## src/rtl/sbs_pkg.sv

```systemverilog
package sbs_pkg;

  typedef logic [7:0] byte_t;

  // bridge register offsets (decoded by the bridge)
  localparam byte_t BR_OP    = 8'h00;
  localparam byte_t BR_STAT  = 8'h01;
  localparam byte_t BR_EN    = 8'h02;
  localparam byte_t BR_SADDR = 8'h03;
  localparam byte_t BR_TXIDX = 8'h04;
  localparam byte_t BR_TXVAL = 8'h05;
  localparam byte_t BR_RXIDX = 8'h08;
  localparam byte_t BR_RXVAL = 8'h09;

  localparam byte_t OPC_WRITE = 8'h05;
  localparam byte_t OPC_READ  = 8'h70;
  localparam byte_t STS_WR_OK = 8'h04;
  localparam byte_t STS_RD_OK = 8'h01;

  localparam byte_t EN_KEY   = 8'h1e;
  localparam byte_t SLAVE_ID = 8'h60;

  localparam byte_t SN_CTRL      = 8'h12;
  localparam byte_t SN_RESET_VAL = 8'h80;
  localparam byte_t SN_MFR_HI    = 8'h1c;
  localparam byte_t SN_MFR_LO    = 8'h1d;
  localparam byte_t SN_PROD_HI   = 8'h0a;
  localparam byte_t SN_PROD_LO   = 8'h0b;
  localparam byte_t MFR_HI_EXP   = 8'h7f;
  localparam byte_t MFR_LO_EXP   = 8'ha2;
  localparam byte_t TBL_END      = 8'hff;

  typedef enum logic [1:0] {
    CMD_BRIDGE = 2'd0,
    CMD_SWRITE = 2'd1,
    CMD_SREAD  = 2'd2
  } cmd_kind_e;

  // init table entry {register, value}; index len and above is the terminator
  function automatic logic [15:0] tbl_entry(int unsigned i, int unsigned len);
    logic [7:0] ib;
    ib = 8'(i);
    if (i >= len)      return {TBL_END, TBL_END};
    else if (i == 2)   return {8'hff, 8'h11};
    else               return {8'h30 + ib, 8'ha0 ^ ib};
  endfunction

endpackage

```

## src/rtl/sbs_rst_sync.sv

```systemverilog
module sbs_rst_sync (
  input  logic clk,
  input  logic rst_n,
  output logic rst_sync_n
);
  logic [1:0] sync_q;

  always_ff @(posedge clk or negedge rst_n) begin
    if (!rst_n) sync_q <= 2'b00;
    else        sync_q <= {sync_q[0], 1'b1};
  end

  assign rst_sync_n = sync_q[1];
endmodule

```

## src/rtl/sbs_rom.sv

```systemverilog
module sbs_rom
  import sbs_pkg::*;
#(
  parameter int unsigned LEN = 6,
  parameter int unsigned IW  = 3
) (
  input  logic [IW-1:0] idx,
  output byte_t         reg_o,
  output byte_t         val_o
);
  localparam int unsigned DEPTH = 2 ** IW;

  logic [15:0] rom [DEPTH];

  generate
    for (genvar g = 0; g < DEPTH; g++) begin : g_ent
      assign rom[g] = tbl_entry(g, LEN);
    end
  endgenerate

  always_comb begin
    {reg_o, val_o} = rom[idx];
  end
endmodule

```

## src/rtl/sbs_delay.sv

```systemverilog
module sbs_delay #(
  parameter int unsigned CYCLES = 500000
) (
  input  logic clk,
  input  logic rst_n,
  input  logic run,
  output logic expired
);
  localparam int unsigned CW = $clog2(CYCLES + 1);
  localparam logic [CW-1:0] LAST = CW'(CYCLES - 1);

  logic [CW-1:0] cnt_q, cnt_d;
  logic          cnt_en;

  assign expired = run && (cnt_q == LAST);

  always_comb begin
    cnt_en = run || (cnt_q != '0);
    if (!run)         cnt_d = '0;
    else if (expired) cnt_d = cnt_q;
    else              cnt_d = cnt_q + 1'b1;
  end

  always_ff @(posedge clk or negedge rst_n) begin
    if (!rst_n)      cnt_q <= '0;
    else if (cnt_en) cnt_q <= cnt_d;
  end
endmodule

```

## src/rtl/sbs_access.sv

```systemverilog
module sbs_access
  import sbs_pkg::*;
#(
  parameter int unsigned MAX_POLLS = 50
) (
  input  logic      clk,
  input  logic      rst_n,
  input  logic      cmd_valid,
  input  cmd_kind_e cmd_kind,
  input  byte_t     cmd_addr,
  input  byte_t     cmd_data,
  output logic      cmd_done,
  output logic      cmd_err,
  output byte_t     cmd_rdata,
  output logic      bus_req,
  output logic      bus_we,
  output byte_t     bus_addr,
  output byte_t     bus_wdata,
  input  logic      bus_ack,
  input  byte_t     bus_rdata
);
  localparam int unsigned PW = $clog2(MAX_POLLS + 1);
  localparam logic [PW-1:0] POLL_LIMIT = PW'(MAX_POLLS);

  typedef enum logic [2:0] {
    A_IDLE, A_RAW, A_IDX, A_VAL, A_OP, A_POLL, A_FETCH
  } ast_e;

  ast_e          st_q, st_d;
  cmd_kind_e     kind_q;
  byte_t         arg_a_q, arg_b_q;
  logic [PW-1:0] polls_q, polls_d, polls_inc;
  logic          load_en, polls_en, is_read;
  byte_t         exp_code;

  assign is_read   = (kind_q == CMD_SREAD);
  assign exp_code  = is_read ? STS_RD_OK : STS_WR_OK;
  assign polls_inc = polls_q + 1'b1;
  assign cmd_rdata = bus_rdata;

  // bus drive, decoded from the step being performed
  always_comb begin
    bus_req   = (st_q != A_IDLE);
    bus_we    = 1'b1;
    bus_addr  = BR_OP;
    bus_wdata = 8'h00;
    unique case (st_q)
      A_RAW:   begin bus_addr = arg_a_q; bus_wdata = arg_b_q; end
      A_IDX:   begin bus_addr = is_read ? BR_RXIDX : BR_TXIDX; bus_wdata = arg_a_q; end
      A_VAL:   begin bus_addr = BR_TXVAL; bus_wdata = arg_b_q; end
      A_OP:    begin bus_addr = BR_OP; bus_wdata = is_read ? OPC_READ : OPC_WRITE; end
      A_POLL:  begin bus_we = 1'b0; bus_addr = BR_STAT; end
      A_FETCH: begin bus_we = 1'b0; bus_addr = BR_RXVAL; end
      default: ;
    endcase
  end

  // next-state
  always_comb begin
    st_d     = st_q;
    polls_d  = polls_q;
    polls_en = 1'b0;
    load_en  = 1'b0;
    cmd_done = 1'b0;
    cmd_err  = 1'b0;
    unique case (st_q)
      A_IDLE: if (cmd_valid) begin
        load_en = 1'b1;
        st_d    = (cmd_kind == CMD_BRIDGE) ? A_RAW : A_IDX;
      end
      A_RAW: if (bus_ack) begin
        st_d     = A_IDLE;
        cmd_done = 1'b1;
      end
      A_IDX: if (bus_ack) st_d = is_read ? A_OP : A_VAL;
      A_VAL: if (bus_ack) st_d = A_OP;
      A_OP: if (bus_ack) begin
        st_d     = A_POLL;
        polls_d  = '0;
        polls_en = 1'b1;
      end
      A_POLL: if (bus_ack) begin
        polls_d  = polls_inc;
        polls_en = 1'b1;
        if ((bus_rdata == 8'h00) && (polls_inc < POLL_LIMIT)) begin
          st_d = A_POLL;
        end else if (bus_rdata == exp_code) begin
          if (is_read) begin
            st_d = A_FETCH;
          end else begin
            st_d     = A_IDLE;
            cmd_done = 1'b1;
          end
        end else begin
          st_d     = A_IDLE;
          cmd_done = 1'b1;
          cmd_err  = 1'b1;
        end
      end
      A_FETCH: if (bus_ack) begin
        st_d     = A_IDLE;
        cmd_done = 1'b1;
      end
      default: st_d = A_IDLE;
    endcase
  end

  // registers
  always_ff @(posedge clk or negedge rst_n) begin
    if (!rst_n) begin
      st_q    <= A_IDLE;
      polls_q <= '0;
      kind_q  <= CMD_BRIDGE;
      arg_a_q <= 8'h00;
      arg_b_q <= 8'h00;
    end else begin
      st_q <= st_d;
      if (polls_en) polls_q <= polls_d;
      if (load_en) begin
        kind_q  <= cmd_kind;
        arg_a_q <= cmd_addr;
        arg_b_q <= cmd_data;
      end
    end
  end
endmodule

```

## src/rtl/sensor_bringup_seq.sv

```systemverilog
module sensor_bringup_seq
  import sbs_pkg::*;
#(
  parameter int unsigned DELAY_CYCLES = 500000,
  parameter int unsigned MAX_POLLS    = 50,
  parameter int unsigned TABLE_LEN    = 6
) (
  input  logic        clk,
  input  logic        rst_n,
  input  logic        start,
  output logic        bus_req,
  output logic        bus_we,
  output logic [7:0]  bus_addr,
  output logic [7:0]  bus_wdata,
  input  logic        bus_ack,
  input  logic [7:0]  bus_rdata,
  output logic        done,
  output logic        error,
  output logic [15:0] product_id
);
  localparam int unsigned IW = $clog2(TABLE_LEN + 2);

  typedef enum logic [3:0] {
    S_IDLE, S_EN, S_SADDR, S_RST, S_WAIT1, S_MFRH, S_MFRL,
    S_PIDH, S_PIDL, S_TBL, S_WAIT2, S_DONE, S_ERR
  } sst_e;

  logic          rst_sync_n;
  sst_e          st_q, st_d;
  logic [IW-1:0] idx_q, idx_d;
  byte_t         mfr_hi_q;
  logic [15:0]   pid_q, pid_d;
  logic          idx_en, mfr_en, pid_en;

  logic          cmd_valid, cmd_done, cmd_err;
  cmd_kind_e     cmd_kind;
  byte_t         cmd_addr, cmd_data, cmd_rdata;
  logic          dly_run, dly_expired;
  byte_t         tbl_reg, tbl_val;
  logic          tbl_term, start_ok;

  sbs_rst_sync u_rst (
    .clk        (clk),
    .rst_n      (rst_n),
    .rst_sync_n (rst_sync_n)
  );

  sbs_rom #(.LEN(TABLE_LEN), .IW(IW)) u_rom (
    .idx   (idx_q),
    .reg_o (tbl_reg),
    .val_o (tbl_val)
  );

  sbs_delay #(.CYCLES(DELAY_CYCLES)) u_dly (
    .clk     (clk),
    .rst_n   (rst_sync_n),
    .run     (dly_run),
    .expired (dly_expired)
  );

  sbs_access #(.MAX_POLLS(MAX_POLLS)) u_acc (
    .clk       (clk),
    .rst_n     (rst_sync_n),
    .cmd_valid (cmd_valid),
    .cmd_kind  (cmd_kind),
    .cmd_addr  (cmd_addr),
    .cmd_data  (cmd_data),
    .cmd_done  (cmd_done),
    .cmd_err   (cmd_err),
    .cmd_rdata (cmd_rdata),
    .bus_req   (bus_req),
    .bus_we    (bus_we),
    .bus_addr  (bus_addr),
    .bus_wdata (bus_wdata),
    .bus_ack   (bus_ack),
    .bus_rdata (bus_rdata)
  );

  assign tbl_term   = (tbl_reg == TBL_END) && (tbl_val == TBL_END);
  assign start_ok   = start && ((st_q == S_IDLE) || (st_q == S_DONE) || (st_q == S_ERR));
  assign done       = (st_q == S_DONE);
  assign error      = (st_q == S_ERR);
  assign product_id = pid_q;

  // next-state
  always_comb begin
    st_d      = st_q;
    idx_d     = idx_q;
    idx_en    = 1'b0;
    mfr_en    = 1'b0;
    pid_d     = pid_q;
    pid_en    = 1'b0;
    cmd_valid = 1'b0;
    cmd_kind  = CMD_BRIDGE;
    cmd_addr  = 8'h00;
    cmd_data  = 8'h00;
    dly_run   = 1'b0;
    unique case (st_q)
      S_IDLE, S_DONE, S_ERR: if (start_ok) begin
        st_d   = S_EN;
        idx_d  = '0;
        idx_en = 1'b1;
        pid_d  = 16'h0000;
        pid_en = 1'b1;
      end
      S_EN: begin
        cmd_valid = 1'b1;
        cmd_addr  = BR_EN;
        cmd_data  = EN_KEY;
        if (cmd_done) st_d = S_SADDR;
      end
      S_SADDR: begin
        cmd_valid = 1'b1;
        cmd_addr  = BR_SADDR;
        cmd_data  = SLAVE_ID;
        if (cmd_done) st_d = S_RST;
      end
      S_RST: begin
        cmd_valid = 1'b1;
        cmd_kind  = CMD_SWRITE;
        cmd_addr  = SN_CTRL;
        cmd_data  = SN_RESET_VAL;
        if (cmd_done) st_d = cmd_err ? S_ERR : S_WAIT1;
      end
      S_WAIT1: begin
        dly_run = 1'b1;
        if (dly_expired) st_d = S_MFRH;
      end
      S_MFRH: begin
        cmd_valid = 1'b1;
        cmd_kind  = CMD_SREAD;
        cmd_addr  = SN_MFR_HI;
        if (cmd_done) begin
          mfr_en = !cmd_err;
          st_d   = cmd_err ? S_ERR : S_MFRL;
        end
      end
      S_MFRL: begin
        cmd_valid = 1'b1;
        cmd_kind  = CMD_SREAD;
        cmd_addr  = SN_MFR_LO;
        if (cmd_done) begin
          if (cmd_err || (mfr_hi_q != MFR_HI_EXP) || (cmd_rdata != MFR_LO_EXP))
            st_d = S_ERR;
          else
            st_d = S_PIDH;
        end
      end
      S_PIDH: begin
        cmd_valid = 1'b1;
        cmd_kind  = CMD_SREAD;
        cmd_addr  = SN_PROD_HI;
        if (cmd_done) begin
          pid_d  = {cmd_rdata, pid_q[7:0]};
          pid_en = !cmd_err;
          st_d   = cmd_err ? S_ERR : S_PIDL;
        end
      end
      S_PIDL: begin
        cmd_valid = 1'b1;
        cmd_kind  = CMD_SREAD;
        cmd_addr  = SN_PROD_LO;
        if (cmd_done) begin
          pid_d  = {pid_q[15:8], cmd_rdata};
          pid_en = !cmd_err;
          st_d   = cmd_err ? S_ERR : S_TBL;
        end
      end
      S_TBL: begin
        if (tbl_term) begin
          st_d = S_WAIT2;
        end else begin
          cmd_valid = 1'b1;
          cmd_kind  = CMD_SWRITE;
          cmd_addr  = tbl_reg;
          cmd_data  = tbl_val;
          if (cmd_done) begin
            if (cmd_err) begin
              st_d = S_ERR;
            end else begin
              idx_d  = idx_q + 1'b1;
              idx_en = 1'b1;
            end
          end
        end
      end
      S_WAIT2: begin
        dly_run = 1'b1;
        if (dly_expired) st_d = S_DONE;
      end
      default: st_d = S_IDLE;
    endcase
  end

  // registers
  always_ff @(posedge clk or negedge rst_sync_n) begin
    if (!rst_sync_n) begin
      st_q     <= S_IDLE;
      idx_q    <= '0;
      mfr_hi_q <= 8'h00;
      pid_q    <= 16'h0000;
    end else begin
      st_q <= st_d;
      if (idx_en) idx_q    <= idx_d;
      if (mfr_en) mfr_hi_q <= cmd_rdata;
      if (pid_en) pid_q    <= pid_d;
    end
  end
endmodule

```

## config.mk

```make
export PLATFORM = sky130hd
export DESIGN_NAME = sensor_bringup_seq
export DESIGN_NICKNAME = d
export VERILOG_FILES = /design/src/rtl/sbs_pkg.sv /design/src/rtl/sbs_rst_sync.sv /design/src/rtl/sbs_rom.sv /design/src/rtl/sbs_delay.sv /design/src/rtl/sbs_access.sv /design/src/rtl/sensor_bringup_seq.sv
export SDC_FILE = /design/constraint.sdc
export NUM_CORES = 1
export LEC_CHECK = 0
export BUFFER_PORTS_ARGS = -buffer_cell sky130_fd_sc_hd__buf_2
export CAP_MARGIN = 30
export CORE_MARGIN = 2
export CORE_UTILIZATION = 40
export CTS_CLUSTER_DIAMETER = 120
export CTS_CLUSTER_SIZE = 12
export DETAILED_ROUTE_END_ITERATION = 10
export GPL_ROUTABILITY_DRIVEN = 0
export SLEW_MARGIN = 5
export SYNTH_ARGS = -nofsm -noshare
export SYNTH_HDL_FRONTEND = slang
export SYNTH_SLANG_ARGS = --single-unit
```

## constraint.sdc

```tcl
create_clock -name clk -period 3.9 [get_ports clk]
set_input_delay 0.975 -clock clk [delete_from_list [all_inputs] [get_ports clk]]
set_output_delay 0.975 -clock clk [all_outputs]
set_load 0.05 [all_outputs]
```

==> flow_summary.ini <==
[synthesis]
yosys_warnings = 0
ys_seq_elements = 78
synth_edf_count = 0
yosys.area.top_type = dfrtp_1
syn-cell-area_sq_mm = 0.00459
netlist.area_leader.share_pct = 42.5
avgSynthCellArea_sq_um = 8.73
yosys-top-cells-area = dfrtp_1 43%, o21ai_0 6.6%, nand2_1 5.1%
async_flop_share_pct = 100
synth.distinct_cells = 67
ys_seq_area_share_pct = 42.5
synth_ff_type = dfrtp_1
synth_nets = 544
postSynthCellCount = 526

[detailed_routing]
avgViaCountPerCell = 5.56
dr.pass1.iters = 4
wl_per_cell_um = 15.8
ant_nets = 0
drt_first_iter_violations = 194
drc = 0
vias = 3943
finalWirelength_um = 11200

[timing]
tightest_slew_ns = 0.778
hold_viol = 0
tns_ns = 0
worst_slack_ns = 0.816
fin_crit_sh_pct = 79.1
fin_skew_ns = 0.00390
fmax_mhz = 324
rsz0062_at_grt = false
setup_viol = 0
slew_violations = 0
fin_crit_ns = 3.08
max_slew_margin_pct = 48.0

[setup_path]
reg2reg_from = u_acc.st_q[0]
crit_end = bus_addr[6]
crit_fanout = 25
crit_buf_inv = 2
cp-end-kind = primary output
cp_top_family = flip-flops
crit_start = u_acc.st_q[0]
worstPathRequired_ns = 2.92
r2r-end = product_id[7]
critical_path_arrival_ns = 2.11
path_class = flop to primary output
critPathSlowestCell = dfrtp_1
critPathLaunchType = flop
cp.depth = 4
crit_chain = nor3b_1, buf_4, and2_1, buf_2
regToRegSetupSlack_ns = 1.14
cpPeakStageDelay_ns = 0.81
rr_worst_depth = 7

[clock_network]
htree_levels = 3
cts.repair.resized = 0
numCtsBuffers = 9
cts_hold_buf = 0
max-clock-path-buffers = 2
post_cts_buffers = 0
insertion_delay_ns = 0.34
cts_tree = yes
clk_pin_slew_ns = 0.06
cts-root-buf = clkbuf_16
cts.sinks = 78

[floorplan]
fp.dieH_um = 111
start_util_pct = 40.6
rows = 39
ios = 48
fp.dieW_um = 111
core_sq_mm = 0.0113
dieArea_sq_mm = 0.0124

[global_route]
grt_use_total_pct = 18.8
grt_pass1_vias = 3915
grt_max_degree = 65
grt_pass1_wl_um = 19000
grt_overflow = 0
antenna_found_initial = 0

[final_layout]
nFillCells = 1103
stdcell_area_sq_mm = 0.00524
final_layout_size_suffix_gt1_share_pct = 18.0
nets = 579
diodes = 0
syn_to_final_growth_pct = 14.2

[placed_design]
numPortBuffers = 47
place_ws_ns = 0.703
placed_area_sq_mm = 0.00496
place_hpwl_um = 8130

[status]
status = finished, final reports clean

[power]
p_per_area_mw_per_mm2 = 693
ir_worst_vdd_mv = 0.333
p_leak_nw = 2.37

[worst_hold_path]
hold_class = flop to async pin

[flow_run]
drv.max_cap_violation_count = 0
-- cell type report --
type	count	area [sq um]	share of cell area [%]
multi-input combinational	397	2430	46.4
sequential	78	1960	37.3
timing repair buffer	55	315	6.01
clock buffer	9	225	4.30
tap	143	179	3.41
inverter	20	75.1	1.43
clock inverter	7	57.6	1.10
-- sequential cells by signal, summed over array words and instances (netlist names) --
| register | cells |
|---|---|
| u_acc.arg_a_q | 7 |
| mfr_hi_q | 8 |
| u_acc.kind_q | 2 |
| u_dly.cnt_q | 19 |
| product_id | 16 |
| u_acc.polls_q | 6 |
| u_acc.st_q | 3 |
| idx_q | 3 |
| u_acc.arg_b_q | 8 |
| u_rst.sync_q | 2 |
| st_q | 4 |
-- layout by cell type, fill, tap and decap left out, types with 3 or more instances in the layout --
cell / instances
and2_1: 7
and3_1: 7
buf_4: 7
nor4_1: 4
nand3_1: 24
mux2_2: 12
a311oi_1: 3
clkbuf_16: 9
nand2b_1: 8
xnor2_1: 6
nand2_1: 63
o21ai_0: 61
dfrtp_1: 77
and4_1: 3
a22oi_1: 8
o21ai_1: 5
a31oi_1: 3
a22o_1: 4
buf_2: 47
nor2b_1: 8
a21oi_1: 24
nor3_1: 9
a21o_1: 3
nor2_1: 56
nor3b_1: 3
inv_1: 20
nand4_1: 8
xor2_1: 8
a21boi_0: 3
a211oi_1: 3
ha_1: 6
-- worst register-to-register path, cell delays in order, from the launching register on --
cell	delay, ns
dfrtp_1	0.81
nor2b_1	0.26
nand3_1	0.38
a41o_1	0.40
o41ai_4	0.09
o21ai_1	0.12
o21ai_2	0.21
mux2_2	0.39
-- routing by layer --
| layer | vias up | share of wire, % | GRT usage [%] | wire length (um) |
|---|---|---|---|---|
| met5 | - | 0 | 0 | 0 |
| met4 | 0 | 2.2 | 7.57 | 245 |
| met3 | 20 | 4.2 | 3.72 | 472 |
| met2 | 81 | 47 | 30.3 | 5340 |
| met1 | 1892 | 46 | 24.9 | 5180 |
| li1 | 1950 | - | - | - |
-- power breakdown --
group / internal (mW) / switching (mW)
Sequential: 0.988 / 0.253
Clock: 0.440 / 0.358
Combinational: 0.530 / 1.06
Total: 1.96 / 1.67
-- cells by family after synthesis --
logic type	synth area share [%]
buffers and inverters	4.47
XOR/XNOR	2.67
other	0.0817
multiplexers	3.16
AND/OR/NAND/NOR	22.9
adder cells (fa/ha/maj)	1.63
flip-flops	42.5
AO/OA/AOI/OAI	22.6
-- cells in the mapped netlist (3+ instances only) --
master	n
dfrtp_1	78
nand2_1	63
o21ai_0	61
nor2_1	56
a21oi_1	24
nand3_1	24
inv_1	20
clkbuf_1	19
mux2_2	12
nor3_1	9
a22oi_1	8
buf_2	8
nand2b_1	8
nand4_1	8
nor2b_1	8
xor2_1	8
and2_1	7
and3_1	7
ha_1	6
xnor2_1	6
o21ai_1	5
a22o_1	4
nor4_1	4
a211oi_1	3
a21boi_0	3
a21o_1	3
a311oi_1	3
a31oi_1	3
and4_1	3
buf_1	3
nor3b_1	3
-- per-stage QoR --
step	total power, mW	utilization (%)	cells	hold slack, ns
after floorplan	2.44	-	526	0.331
after global placement	2.81	43.6	692	0.343
after detailed placement	2.84	43.8	693	0.180
after CTS	3.65	46.3	709	0.185
after global routing	3.89	46.3	709	0.198
final	3.63	46.3	709	0.177
-- worst min path at each step --
stage,start,end,slack [ns],cells past startpoint
after floorplan,u_rst.sync_q[0],u_rst.sync_q[1],0.33,0
after global placement,u_rst.sync_q[0],u_rst.sync_q[1],0.34,0
after detailed placement,u_rst.sync_q[1],u_dly.cnt_q[9],0.18,0
after CTS,u_rst.sync_q[1],u_dly.cnt_q[9],0.19,0
after global routing,u_rst.sync_q[1],u_dly.cnt_q[8],0.20,0
final,u_rst.sync_q[1],u_dly.cnt_q[7],0.18,0
Note: power is estimated with default switching activity, not from simulation.
